<file path="src/rtl/slrf_pkg.sv">
package slrf_pkg;

    // Default geometry of the bank
    localparam int unsigned DEF_WORD_W  = 32;
    localparam int unsigned DEF_SLICE_W = 8;
    localparam int unsigned DEF_ADDR_W  = 4;
    localparam int unsigned DEF_N_RD    = 2;

    // Number of slices in a word
    function automatic int unsigned slices_per_word(int unsigned word_w, int unsigned slice_w);
        return word_w / slice_w;
    endfunction

    // Width of a select that names one slice (never zero)
    function automatic int unsigned sel_width(int unsigned n_slices);
        return (n_slices > 1) ? $clog2(n_slices) : 1;
    endfunction

    // Lowest bit of slice k
    function automatic int unsigned slice_lo(int unsigned k, int unsigned slice_w);
        return k * slice_w;
    endfunction

endpackage

</file>
<file path="src/rtl/slrf_wdec.sv">
module slrf_wdec
    import slrf_pkg::*;
#(
    parameter int unsigned ADDR_W     = DEF_ADDR_W,
    parameter int unsigned NUM_SLICES = 4,
    parameter int unsigned SEL_W      = sel_width(NUM_SLICES),
    localparam int unsigned NUM_WORDS = 1 << ADDR_W
) (
    input  logic                                   rst,
    input  logic                                   wr_en,
    input  logic [ADDR_W-1:0]                      wr_addr,
    input  logic [SEL_W-1:0]                       slice_sel,
    output logic [NUM_WORDS-1:0][NUM_SLICES-1:0]   hit
);

    logic go;

    // Reset has priority over any write
    assign go = wr_en && !rst;

    // Word 0 never receives a write enable
    assign hit[0] = '0;

    for (genvar w = 1; w < NUM_WORDS; w++) begin : g_word
        for (genvar s = 0; s < NUM_SLICES; s++) begin : g_slice
            assign hit[w][s] = go
                && (wr_addr == ADDR_W'(w))
                && (slice_sel == SEL_W'(s));
        end
    end

endmodule

</file>
<file path="src/rtl/slrf_bank.sv">
module slrf_bank
    import slrf_pkg::*;
#(
    parameter int unsigned WORD_W     = DEF_WORD_W,
    parameter int unsigned SLICE_W    = DEF_SLICE_W,
    parameter int unsigned ADDR_W     = DEF_ADDR_W,
    localparam int unsigned NUM_WORDS  = 1 << ADDR_W,
    localparam int unsigned NUM_SLICES = slices_per_word(WORD_W, SLICE_W)
) (
    input  logic                                  clk,
    input  logic                                  rst,
    input  logic [NUM_WORDS-1:0][NUM_SLICES-1:0]  hit,
    input  logic [SLICE_W-1:0]                    wr_data,
    output logic [NUM_WORDS-1:0][WORD_W-1:0]      bank
);

    // Word 0 has no storage: a constant zero
    assign bank[0] = '0;

    for (genvar w = 1; w < NUM_WORDS; w++) begin : g_word
        for (genvar s = 0; s < NUM_SLICES; s++) begin : g_slice
            logic [SLICE_W-1:0] q;

            always_ff @(posedge clk) begin
                if (rst) begin
                    q <= '0;
                end else if (hit[w][s]) begin
                    q <= wr_data;
                end
            end

            assign bank[w][slice_lo(s, SLICE_W) +: SLICE_W] = q;
        end
    end

endmodule

</file>
<file path="src/rtl/slrf_rdport.sv">
module slrf_rdport
    import slrf_pkg::*;
#(
    parameter int unsigned WORD_W     = DEF_WORD_W,
    parameter int unsigned SLICE_W    = DEF_SLICE_W,
    parameter int unsigned ADDR_W     = DEF_ADDR_W,
    localparam int unsigned NUM_WORDS  = 1 << ADDR_W,
    localparam int unsigned NUM_SLICES = slices_per_word(WORD_W, SLICE_W),
    localparam int unsigned SEL_W      = sel_width(NUM_SLICES)
) (
    input  logic [NUM_WORDS-1:0][WORD_W-1:0]  bank,
    input  logic [ADDR_W-1:0]                 addr,
    input  logic [SEL_W-1:0]                  slice_sel,
    output logic [SLICE_W-1:0]                data
);

    logic [WORD_W-1:0] word;

    assign word = bank[addr];

    // Address 0 is forced to zero here as well, independent of storage
    always_comb begin
        if (addr == '0) begin
            data = '0;
        end else begin
            data = word[slice_lo(int'(slice_sel), SLICE_W) +: SLICE_W];
        end
    end

endmodule

</file>
<file path="src/rtl/slice_regfile.sv">
module slice_regfile
    import slrf_pkg::*;
#(
    parameter int unsigned WORD_W  = DEF_WORD_W,
    parameter int unsigned SLICE_W = DEF_SLICE_W,
    parameter int unsigned ADDR_W  = DEF_ADDR_W,
    parameter int unsigned N_RD    = DEF_N_RD,
    localparam int unsigned NUM_WORDS  = 1 << ADDR_W,
    localparam int unsigned NUM_SLICES = slices_per_word(WORD_W, SLICE_W),
    localparam int unsigned SEL_W      = sel_width(NUM_SLICES)
) (
    input  logic                               clk,
    input  logic                               rst,
    input  logic [SEL_W-1:0]                   slice_sel,
    input  logic [N_RD-1:0][ADDR_W-1:0]        rd_addr,
    output logic [N_RD-1:0][SLICE_W-1:0]       rd_data,
    input  logic                               wr_en,
    input  logic [ADDR_W-1:0]                  wr_addr,
    input  logic [SLICE_W-1:0]                 wr_data,
    output logic [NUM_WORDS-1:0][WORD_W-1:0]   bank_dbg
);

    logic [NUM_WORDS-1:0][NUM_SLICES-1:0] wr_hit;
    logic [NUM_WORDS-1:0][WORD_W-1:0]     bank;

    slrf_wdec #(
        .ADDR_W     (ADDR_W),
        .NUM_SLICES (NUM_SLICES),
        .SEL_W      (SEL_W)
    ) u_wdec (
        .rst       (rst),
        .wr_en     (wr_en),
        .wr_addr   (wr_addr),
        .slice_sel (slice_sel),
        .hit       (wr_hit)
    );

    slrf_bank #(
        .WORD_W  (WORD_W),
        .SLICE_W (SLICE_W),
        .ADDR_W  (ADDR_W)
    ) u_bank (
        .clk     (clk),
        .rst     (rst),
        .hit     (wr_hit),
        .wr_data (wr_data),
        .bank    (bank)
    );

    for (genvar p = 0; p < N_RD; p++) begin : g_rd
        slrf_rdport #(
            .WORD_W  (WORD_W),
            .SLICE_W (SLICE_W),
            .ADDR_W  (ADDR_W)
        ) u_rd (
            .bank      (bank),
            .addr      (rd_addr[p]),
            .slice_sel (slice_sel),
            .data      (rd_data[p])
        );
    end

    assign bank_dbg = bank;

endmodule

</file>
<file path="config.mk">
export PLATFORM = sky130hd
export DESIGN_NAME = slice_regfile
export DESIGN_NICKNAME = d
export VERILOG_FILES = /design/src/rtl/slrf_pkg.sv /design/src/rtl/slrf_wdec.sv /design/src/rtl/slrf_bank.sv /design/src/rtl/slrf_rdport.sv /design/src/rtl/slice_regfile.sv
export SDC_FILE = /design/constraint.sdc
export NUM_CORES = 1
export LEC_CHECK = 0
export ABC_AREA = 1
export BUFFER_PORTS_ARGS = -buffer_cell sky130_fd_sc_hd__buf_4
export CAP_MARGIN = 20
export CORE_MARGIN = 2
export CORE_UTILIZATION = 25
export DETAILED_ROUTE_END_ITERATION = 10
export PLACE_DENSITY_LB_ADDON = 0.1
export SYNTH_ARGS = -nofsm -noshare
export SYNTH_HDL_FRONTEND = slang
export SYNTH_SLANG_ARGS = --single-unit
export TNS_END_PERCENT = 100
</file>
<file path="constraint.sdc">
create_clock -name clk -period 2.45 [get_ports clk]
set_input_delay 0.6125 -clock clk [delete_from_list [all_inputs] [get_ports clk]]
set_output_delay 0.6125 -clock clk [all_outputs]
set_load 0.02 [all_outputs]
</file>
# After elaboration in Yosys (flattened, before gate mapping)
# Index checks and enable logic that the tools add are counted.
# word_totals
output_inout_bits	528
input_bits	25
register_bits	480
wordCells	168
# op_classes
n_shift	2
reduce_logical	80
n_eq_ne	18
n_lt_le_gt_ge	2
muxes	6
# op_table
cell	n
$bmux 32 s4	2
$logic_and 1x1->1	76
$mux 32	2
$shiftx 32x6->8	2
$eq 4x4->1 const B	8
$eq 4x3->1 const B	4
$mux 8	2
$lt 4x5->1 const B	2
$eq 4x2->1 const B	2
$logic_not 4->1	2
$eq 2x2->1 const B	2
$eq 4x1->1 const B	1
$eq 2x1->1 const B	1
$logic_not 2->1	1
$logic_not 1->1	1

# Longest topological paths before layout
# Gate-level depths: netlist of the first run.
# logic_depth
depth_word	4
mapped_depth	15
depth_no_buf	12

# Hierarchy
# Synthesis of the first run repeated with hierarchy kept, for this count alone.
# hier_totals
hier_cells	5594
area_unflattened_um2	30469.2
# by_module_without_submodules
mod	cells_each	n_inst	area_each_um2	seq_area_each_um2
slrf_bank	2663	1	18203.7	9609.2
slrf_rdport	1412	2	5890.6	0.0
slrf_wdec	107	1	484.2	0.0

# Worst setup path before layout of the first run
# OpenSTA, ideal clock, no wires.
# synth_path
path_type	input to output
from	input rd_addr[0] in the netlist's numbering
to	output rd_data[1] in the netlist's numbering
n_path_buf	3
arrival_ps	1881
stages	12
slack_ps	-44
t_required_ps	1837
cell_sequence	buf_2 -> inv_1 -> buf_2 -> buf_1 -> nor2_1 -> o21ai_0 -> nand2_1 -> nand3_1 -> nand3_1 -> nand2_1 -> inv_1 -> nand2_1
# synth_rtl
element	line_no	rtl
start, declared	slice_regfile.sv:15	input logic [N_RD-1:0][ADDR_W-1:0] rd_addr,
end, declared	slice_regfile.sv:16	output logic [N_RD-1:0][SLICE_W-1:0] rd_data,

==> metrics.txt, run 1 <==
status=finished, violations left; failing checks=setup timing; wire length of the first global-routing pass=259,900 um; Post-Route WL=196,600 um; count of distinct cell types in the synthesized netlist=29; synth warn=0; cell row count=124; number of cell instances on the worst register-to-register path=3; Mapped Area=28,580 um2; Initial Utilization=25.09%; clock buffers created by TritonCTS=59; Top reg by flops=u_bank.g_word.g_slice.q; number of endpoints with negative hold slack in the final report=0; TritonCTS clock tree=built; Final Slew Violations=0; growth of design area from synthesis to finish=54.14%; sort of element at the end of the critical path=output pin; via count=35,350; post-route clock skew=0 ns; peak ir drop on the vdd network=0.0004427 V; Syn Inst Count=4,535; Ports=553; net total in the final layout=5,330; max FFs per register=480; final weighted congestion in routability-driven placement=1.044; Final Total Pwr=21.21 mW; data arrival time of the critical path=2.38 ns; worst hold path depth=4; nature of the critical path startpoint=input port; total of endpoints with negative setup slack in the final report=16; crit share post-route=122.0%; Post-Route Utilization=38.68%; most common library cell in the layout ignoring fill and taps=sky130_fd_sc_hd__nand2_1; H-tree level count=2; part of the Yosys area used for sequential elements=33.63%; ordered list of cells on the worst path=clkbuf_16 > clkbuf_16 > buf_8 > o211ai_1 > a21oi_4 > nor2_4 > nor2_2 > nor2_2 > nand2_2 > buf_6; tightest slew margin relative to the limit=35.43%; maxcap violations=0; Die X-Extent=342.1 um; average instance area after synthesis=6.301 um2; static leakage=19.86 nW; post-CTS clock slew at the launch and capture registers of the worst setup and hold paths=0.07 ns; type of the worst min-delay path=input port to flop; ratio of routed vias to standard cells=5.151; cell count along the critical path=10; shortest clock period the worst path allows after layout=2.988 ns; critical path's top delay family=buffers and inverters; delay contributed by the slowest stage of the critical path=0.38 ns; Initial DRT Pass Iterations=8; all-layer global routing usage=31.45%; share of post-route cells with drive strength above 1=37.51%; final worst hold slack=0.3416 ns; antenna violations before repair=3; crit path buf inv count=4; non-filler instance count after layout=6,863; total die area=117,000 um2; most frequent cells in the layout=1,106 x sky130_fd_sc_hd__nand2_1, 886 x sky130_fd_sc_hd__buf_4, 461 x sky130_fd_sc_hd__nor2_1; number of flip-flops and latches in the synthesized netlist=480; Achievable Freq=334.6 MHz; number of input and output port buffers inserted=520; pwr dens=481.6 nW/um2; number of global-route vias before repair=32,090; Hold-fix buffers, CTS=0; top fanout value on the critical path=6; # placed instances=6,654; cell with the largest stage delay on the worst path=sky130_fd_sc_hd__o211ai_1; Clock Path Buffers=3; DRC marker count from the first detailed-route iteration=3,980; count of nets left with antenna violations after detail routing=0; diode count=0; clock sink count=480; critical path class=input port to output pin; RSZ-0062 raised after global routing=true; maximum number of pins on one net before global-route repair=159; largest registers=u_bank.g_word.g_slice.q (480); actual slew at the worst max-slew pin=0.9686 ns; Wirelength per Cell=28.64 um; Root Buffer Master=sky130_fd_sc_hd__clkbuf_16; gr ovfl total=0; detailed-placement wirelength estimate=145,600 um; height of the die=342.1 um; Worst-Skew Late Latency=0.66 ns; DRC Markers=0; Critical Path RT=1.84 ns; worst-case setup margin in the final layout=-0.5384 ns; core box area=113,900 um2
## cell type report
cell class                      count  area, um2
Fill cell                       12240      69830
Multi-Input combinational cell   3157      17920
Timing Repair Buffer             1089      10550
Sequential cell                   480       9713
Inverter                          516       2014
Tap cell                         1512       1892
Clock buffer                       83       1718
Clock inverter                     24      209.0
Timing Repair inverter              2      25.02
## kinds of logic (layout without fill, tap and decap cells)
logic type,count (synthesis),in the layout,synth area share (%)
and+or+nand+nor,2458,2458,36.58
buffers and inverters,929,1714,13.47
other,1,32,0.01312
DFF,480,480,33.63
AOI/OAI and AO/OA,667,667,16.31
## worst reg2reg max path, stage by stage (launching register included)
cell and delay [ns]:
sky130_fd_sc_hd__dfxtp_1 0.40, sky130_fd_sc_hd__inv_1 0.10, sky130_fd_sc_hd__buf_4 0.16, sky130_fd_sc_hd__a211oi_1 0.24
## per-stage QoR
step	setup slack, ns	area (um2)	setup TNS (ns)
after floorplan	0.0003328	28700	0
after global placement	-0.8733	37090	-12.12
after detailed placement	-0.8309	37090	-11.71
after CTS	-0.4683	41400	-6.603
after global routing	-0.5108	44050	-7.135
final	-0.5384	44050	-7.096
## layer usage
metal  wire (um)  global-route usage [%]  vias up
li1            -                       -    16230
met3       14750                   4.849      357
met5          40                       0        -
met1       83890                   42.10    17020
met2       87490                   49.73     1734
met4       10410                   14.10        6
## synth_stat cells, drive strengths merged
cell type | number | share of area, %
nor2 | 509 | 7.0
clkbuf | 182 | 2.4
nand2 | 1325 | 17
nand3b | 7 | 0.18
nand4 | 21 | 0.46
o211ai | 39 | 1.0
dfxtp | 480 | 34
a211oi | 411 | 11
conb | 1 | 0.013
a21oi | 135 | 2.4
nand3 | 594 | 11
nor3 | 2 | 0.053
clkinv | 1 | 0.013
o21ai | 82 | 1.4
inv | 515 | 6.8
buf | 231 | 4.3
## worst paths after layout
check	startpoint	endpoint	slack (ns)
setup / recovery	rd_addr[4]	rd_data[8]	-0.54
hold / removal	slice_sel[1]	u_bank.g_word[12].g_slice[1].q[5]	0.34
setup reg to reg	u_bank.g_word[3].g_slice[0].q[1]	u_bank.g_word[3].g_slice[0].q[1]	1.46
hold reg to reg	u_bank.g_word[6].g_slice[0].q[4]	u_bank.g_word[6].g_slice[0].q[4]	0.50
## power by group
part           switching [mW]  total (mW)  internal, mW
registers              0.0295        7.86          7.83
clock network            3.85        8.93          5.08
logic                    2.86        4.42          1.56
## repair_timing
item / 4_1_cts / 5_1_grt
hold endpoints to repair: 0 / 0
setup buffers: 31 / 38
gates cloned: 20 / 24
endpoints found under the setup margin: 16 / 16
pin swaps: 88 / 185
resized for setup: 514 / 514
(Power assumes the default switching activity.)
==> run 2, diff against run 1 <==
--- a/config.mk
+++ b/config.mk
@@ -8,7 +8,7 @@
 export ABC_AREA = 1
 export BUFFER_PORTS_ARGS = -buffer_cell sky130_fd_sc_hd__buf_4
 export CAP_MARGIN = 20
-export CORE_MARGIN = 2
+export CORE_MARGIN = 5
 export CORE_UTILIZATION = 25
 export DETAILED_ROUTE_END_ITERATION = 10
 export PLACE_DENSITY_LB_ADDON = 0.1
==> run 2 against run 1 <==
  * The flow still finishes with violations (setup timing)
  * Largest power group unchanged
  * Core utilization about the same
  * Flip-flop and latch count unchanged
  * Sequential power about the same
  * Clock-buffer cell count increased by 6
  * Die area increased by 3.5%
  * Power increased by 1.6%
  * Global-route usage decreased by 0.30 points
  * First-iteration DRC count decreased by 15%
==> metrics.txt, run 2 (synthesized netlist as in run 1, its figures left out) <==
Worst Setup SP=rd_addr[6]; H-tree level count=2 (unchanged); ratio of routed vias to standard cells=5.100 (-0.99%); r2r setup slk=1.49 ns (+0.03 ns); DRC marker count from the first detailed-route iteration=3,375 (-15%); peak ir drop on the vdd network=0.0005185 V (+17%); height of the die=348.1 um (+1.8%); critical path class=input port to output pin; number of input and output port buffers inserted=520 (unchanged); Achievable Freq=338.9 MHz (+1.3%); share of post-route cells with drive strength above 1=37.28% (-0.23 points); top fanout value on the critical path=17 (+11); Root Buffer Master=sky130_fd_sc_hd__clkbuf_16; fraction of power consumed by combinational cells=20.4% (-0.4 points); growth of design area from synthesis to finish=53.96%; core box area=113,900 um2 (unchanged); static leakage=19.77 nW (-0.46%); Post-Route WL=199,300 um (+1.4%); Post-Route Utilization=38.63% (-0.046 points); Final Slew Violations=0 (unchanged); wire length on met2=90,050 um (+2.9%); most frequent cells in the layout=1,085 x sky130_fd_sc_hd__nand2_1, 893 x sky130_fd_sc_hd__buf_4, 459 x sky130_fd_sc_hd__nor2_1; number of endpoints with negative hold slack in the final report=0 (unchanged); Worst-Skew Late Latency=0.67 ns (about the same); final weighted congestion in routability-driven placement=1.033 (-1.1%); Critical Path RT=1.84 ns (about the same); nature of the critical path startpoint=input port; clock sink count=480 (unchanged); RSZ-0062 raised after global routing=true; crit share post-route=120.4% (-1.6 points); cell internal pwr=14.79 mW (+2.2%); Ports=553 (unchanged); largest registers=u_bank.g_word.g_slice.q (480); worst reg2reg startpoint=u_bank.g_word[14].g_slice[0].q[2]; cell row count=124 (unchanged); sort of element at the end of the critical path=output pin; all-layer global routing usage=31.14% (-0.30 points); post-CTS clock slew at the launch and capture registers of the worst setup and hold paths=0.06 ns (about the same); total die area=121,200 um2 (+3.5%); TritonCTS clock tree=built; Initial Utilization=25.09% (unchanged); wire length of the first global-routing pass=269,900 um (+3.8%); top layer used by detailed routing=met5; tightest slew margin relative to the limit=49.73% (+14 points); failing checks=setup timing; Final Total Pwr=21.56 mW (+1.6%); number of cell instances on the worst register-to-register path=3 (unchanged); maxcap violations=0 (unchanged); data arrival time of the critical path=2.34 ns (-0.04 ns); Top reg by flops=u_bank.g_word.g_slice.q; Initial DRT Pass Iterations=7 (-1); number of global-route vias before repair=32,950 (+2.7%); via count=34,970 (-1.1%); reg-to-reg critical path endpoint=u_bank.g_word[14].g_slice[0].q[2]; Die X-Extent=348.1 um (+1.8%); Clock Power Share=43.1% (+1.0 points); Hold-fix buffers, CTS=0 (unchanged); length of routed wiring on met1=85,790 um (+2.3%); proportion of power drawn by flip-flops and latches=36.5% (-0.6 points); DRC Markers=0 (unchanged); most common library cell in the layout ignoring fill and taps=sky130_fd_sc_hd__nand2_1; status=finished, violations left; post-route clock skew=0 ns (unchanged); antenna violations before repair=4 (+1); count of nets left with antenna violations after detail routing=0 (unchanged); gr ovfl total=0 (unchanged); detailed-placement wirelength estimate=148,900 um (+2.2%); pwr dens=490.0 nW/um2 (+1.8%); total of endpoints with negative setup slack in the final report=16 (unchanged); maximum number of pins on one net before global-route repair=135 (-15%); net total in the final layout=5,323 (-0.13%); max FFs per register=480 (unchanged); detailed route wirelength on metal3=13,060 um (-11%); Clock Path Buffers=3 (unchanged); worst setup path endpoint=rd_data[14]; switching share of power=31.38% (-0.39 points); clock buffers created by TritonCTS=60 (+1.7%); shortest clock period the worst path allows after layout=2.950 ns (-0.03800 ns); P_sw=6.764 mW (+0.37%); Wirelength per Cell=29.07 um (+1.5%); actual slew at the worst max-slew pin=0.7540 ns (-0.2146 ns); type of the worst min-delay path=input port to flop; worst-case setup margin in the final layout=-0.5004 ns (+0.03800 ns)
run 2: cell types whose count changed in the layout (fill, tap and decap cells not counted), moves of 11 or more:
cell | previous run | this run
sky130_fd_sc_hd__clkbuf_16 | 85 | 69
sky130_fd_sc_hd__dfxtp_1 | 405 | 434
sky130_fd_sc_hd__nand2_1 | 1106 | 1085
sky130_fd_sc_hd__nand3_4 | 69 | 82
sky130_fd_sc_hd__nand3_1 | 330 | 314
sky130_fd_sc_hd__dfxtp_2 | 71 | 43
sky130_fd_sc_hd__nand2_2 | 171 | 194
sky130_fd_sc_hd__inv_1 | 380 | 398
sky130_fd_sc_hd__buf_6 | 47 | 58
sky130_fd_sc_hd__inv_2 | 127 | 113
run 2: routing by layer:
layer	track usage, %	vias to the layer above
met4	13.43	6
met5	0	-
met3	5.038	322
met2	49.86	1424
li1	-	16240
met1	41.54	16980
run 2: timing repair:
action	CTS	global route
gates cloned	27	7
pin swaps	127	164
gates resized for setup	677	368
endpoints found under the hold margin	0	0
endpoints found under the setup margin	16	16
buffers inserted	43	12
run 2: power by group through the flow:
stage	Combinational, mW	Clock (mW)	Sequential, mW
after detailed placement	3.38	0	8.04
after global placement	3.39	0	8.04
after CTS	4.07	9.45	7.86
after floorplan	1.63	0	8.06
after global routing	4.53	9.78	7.86
final	4.41	9.29	7.86
run 2: layout make-up:
type                            instances  area [um2]
Clock inverter                         19       251.5
Timing Repair inverter                  1       30.03
Sequential cell                       480        9674
Multi-Input combinational cell       3157       18180
Fill cell                           12220       69880
Timing Repair Buffer                 1082       10210
Inverter                              516        2007
Tap cell                             1512        1892
Clock buffer                           89        1750
Antenna cell                            1       2.502
run 2: worst max-delay path, stage by stage:
cell and delay (ns):
sky130_fd_sc_hd__buf_12 0.13, sky130_fd_sc_hd__buf_4 0.36, sky130_fd_sc_hd__o211ai_1 0.18, sky130_fd_sc_hd__a21oi_2 0.30, sky130_fd_sc_hd__nor2_1 0.07, sky130_fd_sc_hd__buf_4 0.13, sky130_fd_sc_hd__nor2_1 0.12, sky130_fd_sc_hd__nor2_1 0.07
sky130_fd_sc_hd__nand2_2 0.17, sky130_fd_sc_hd__buf_6 0.15
run 2: worst min path at each step:
stage | start | to | slack [ns] | depth (start not counted)
CTS | rst | u_bank.g_word[3].g_slice[0].q[2] | 0.23 | 2
floorplan | u_bank.g_word[6].g_slice[2].q[3] | u_bank.g_word[6].g_slice[2].q[3] | 0.55 | 2
finish | rst | u_bank.g_word[3].g_slice[0].q[2] | 0.27 | 2
detailed placement | u_bank.g_word[8].g_slice[2].q[3] | u_bank.g_word[8].g_slice[2].q[3] | 0.47 | 2
global route | rst | u_bank.g_word[3].g_slice[0].q[2] | 0.25 | 2
global placement | u_bank.g_word[12].g_slice[2].q[0] | u_bank.g_word[12].g_slice[2].q[0] | 0.47 | 2
run 2: through the flow:
stage          setup WS [ns]  hold WS, ns  TNS [ns]  cell area (um2)  std cells
6_report             -0.5004       0.2655    -7.042            43990       6857
5_1_grt              -0.5136       0.2468    -7.289            43990       6856
4_1_cts              -0.4654       0.2296    -6.387            42600       6848
3_5_place_dp         -0.8986       0.4732    -11.85            37180       6677
3_3_place_gp         -0.9162       0.4743    -12.07            37180       6677
2_1_floorplan      0.0003328       0.5542         0            28700       4566
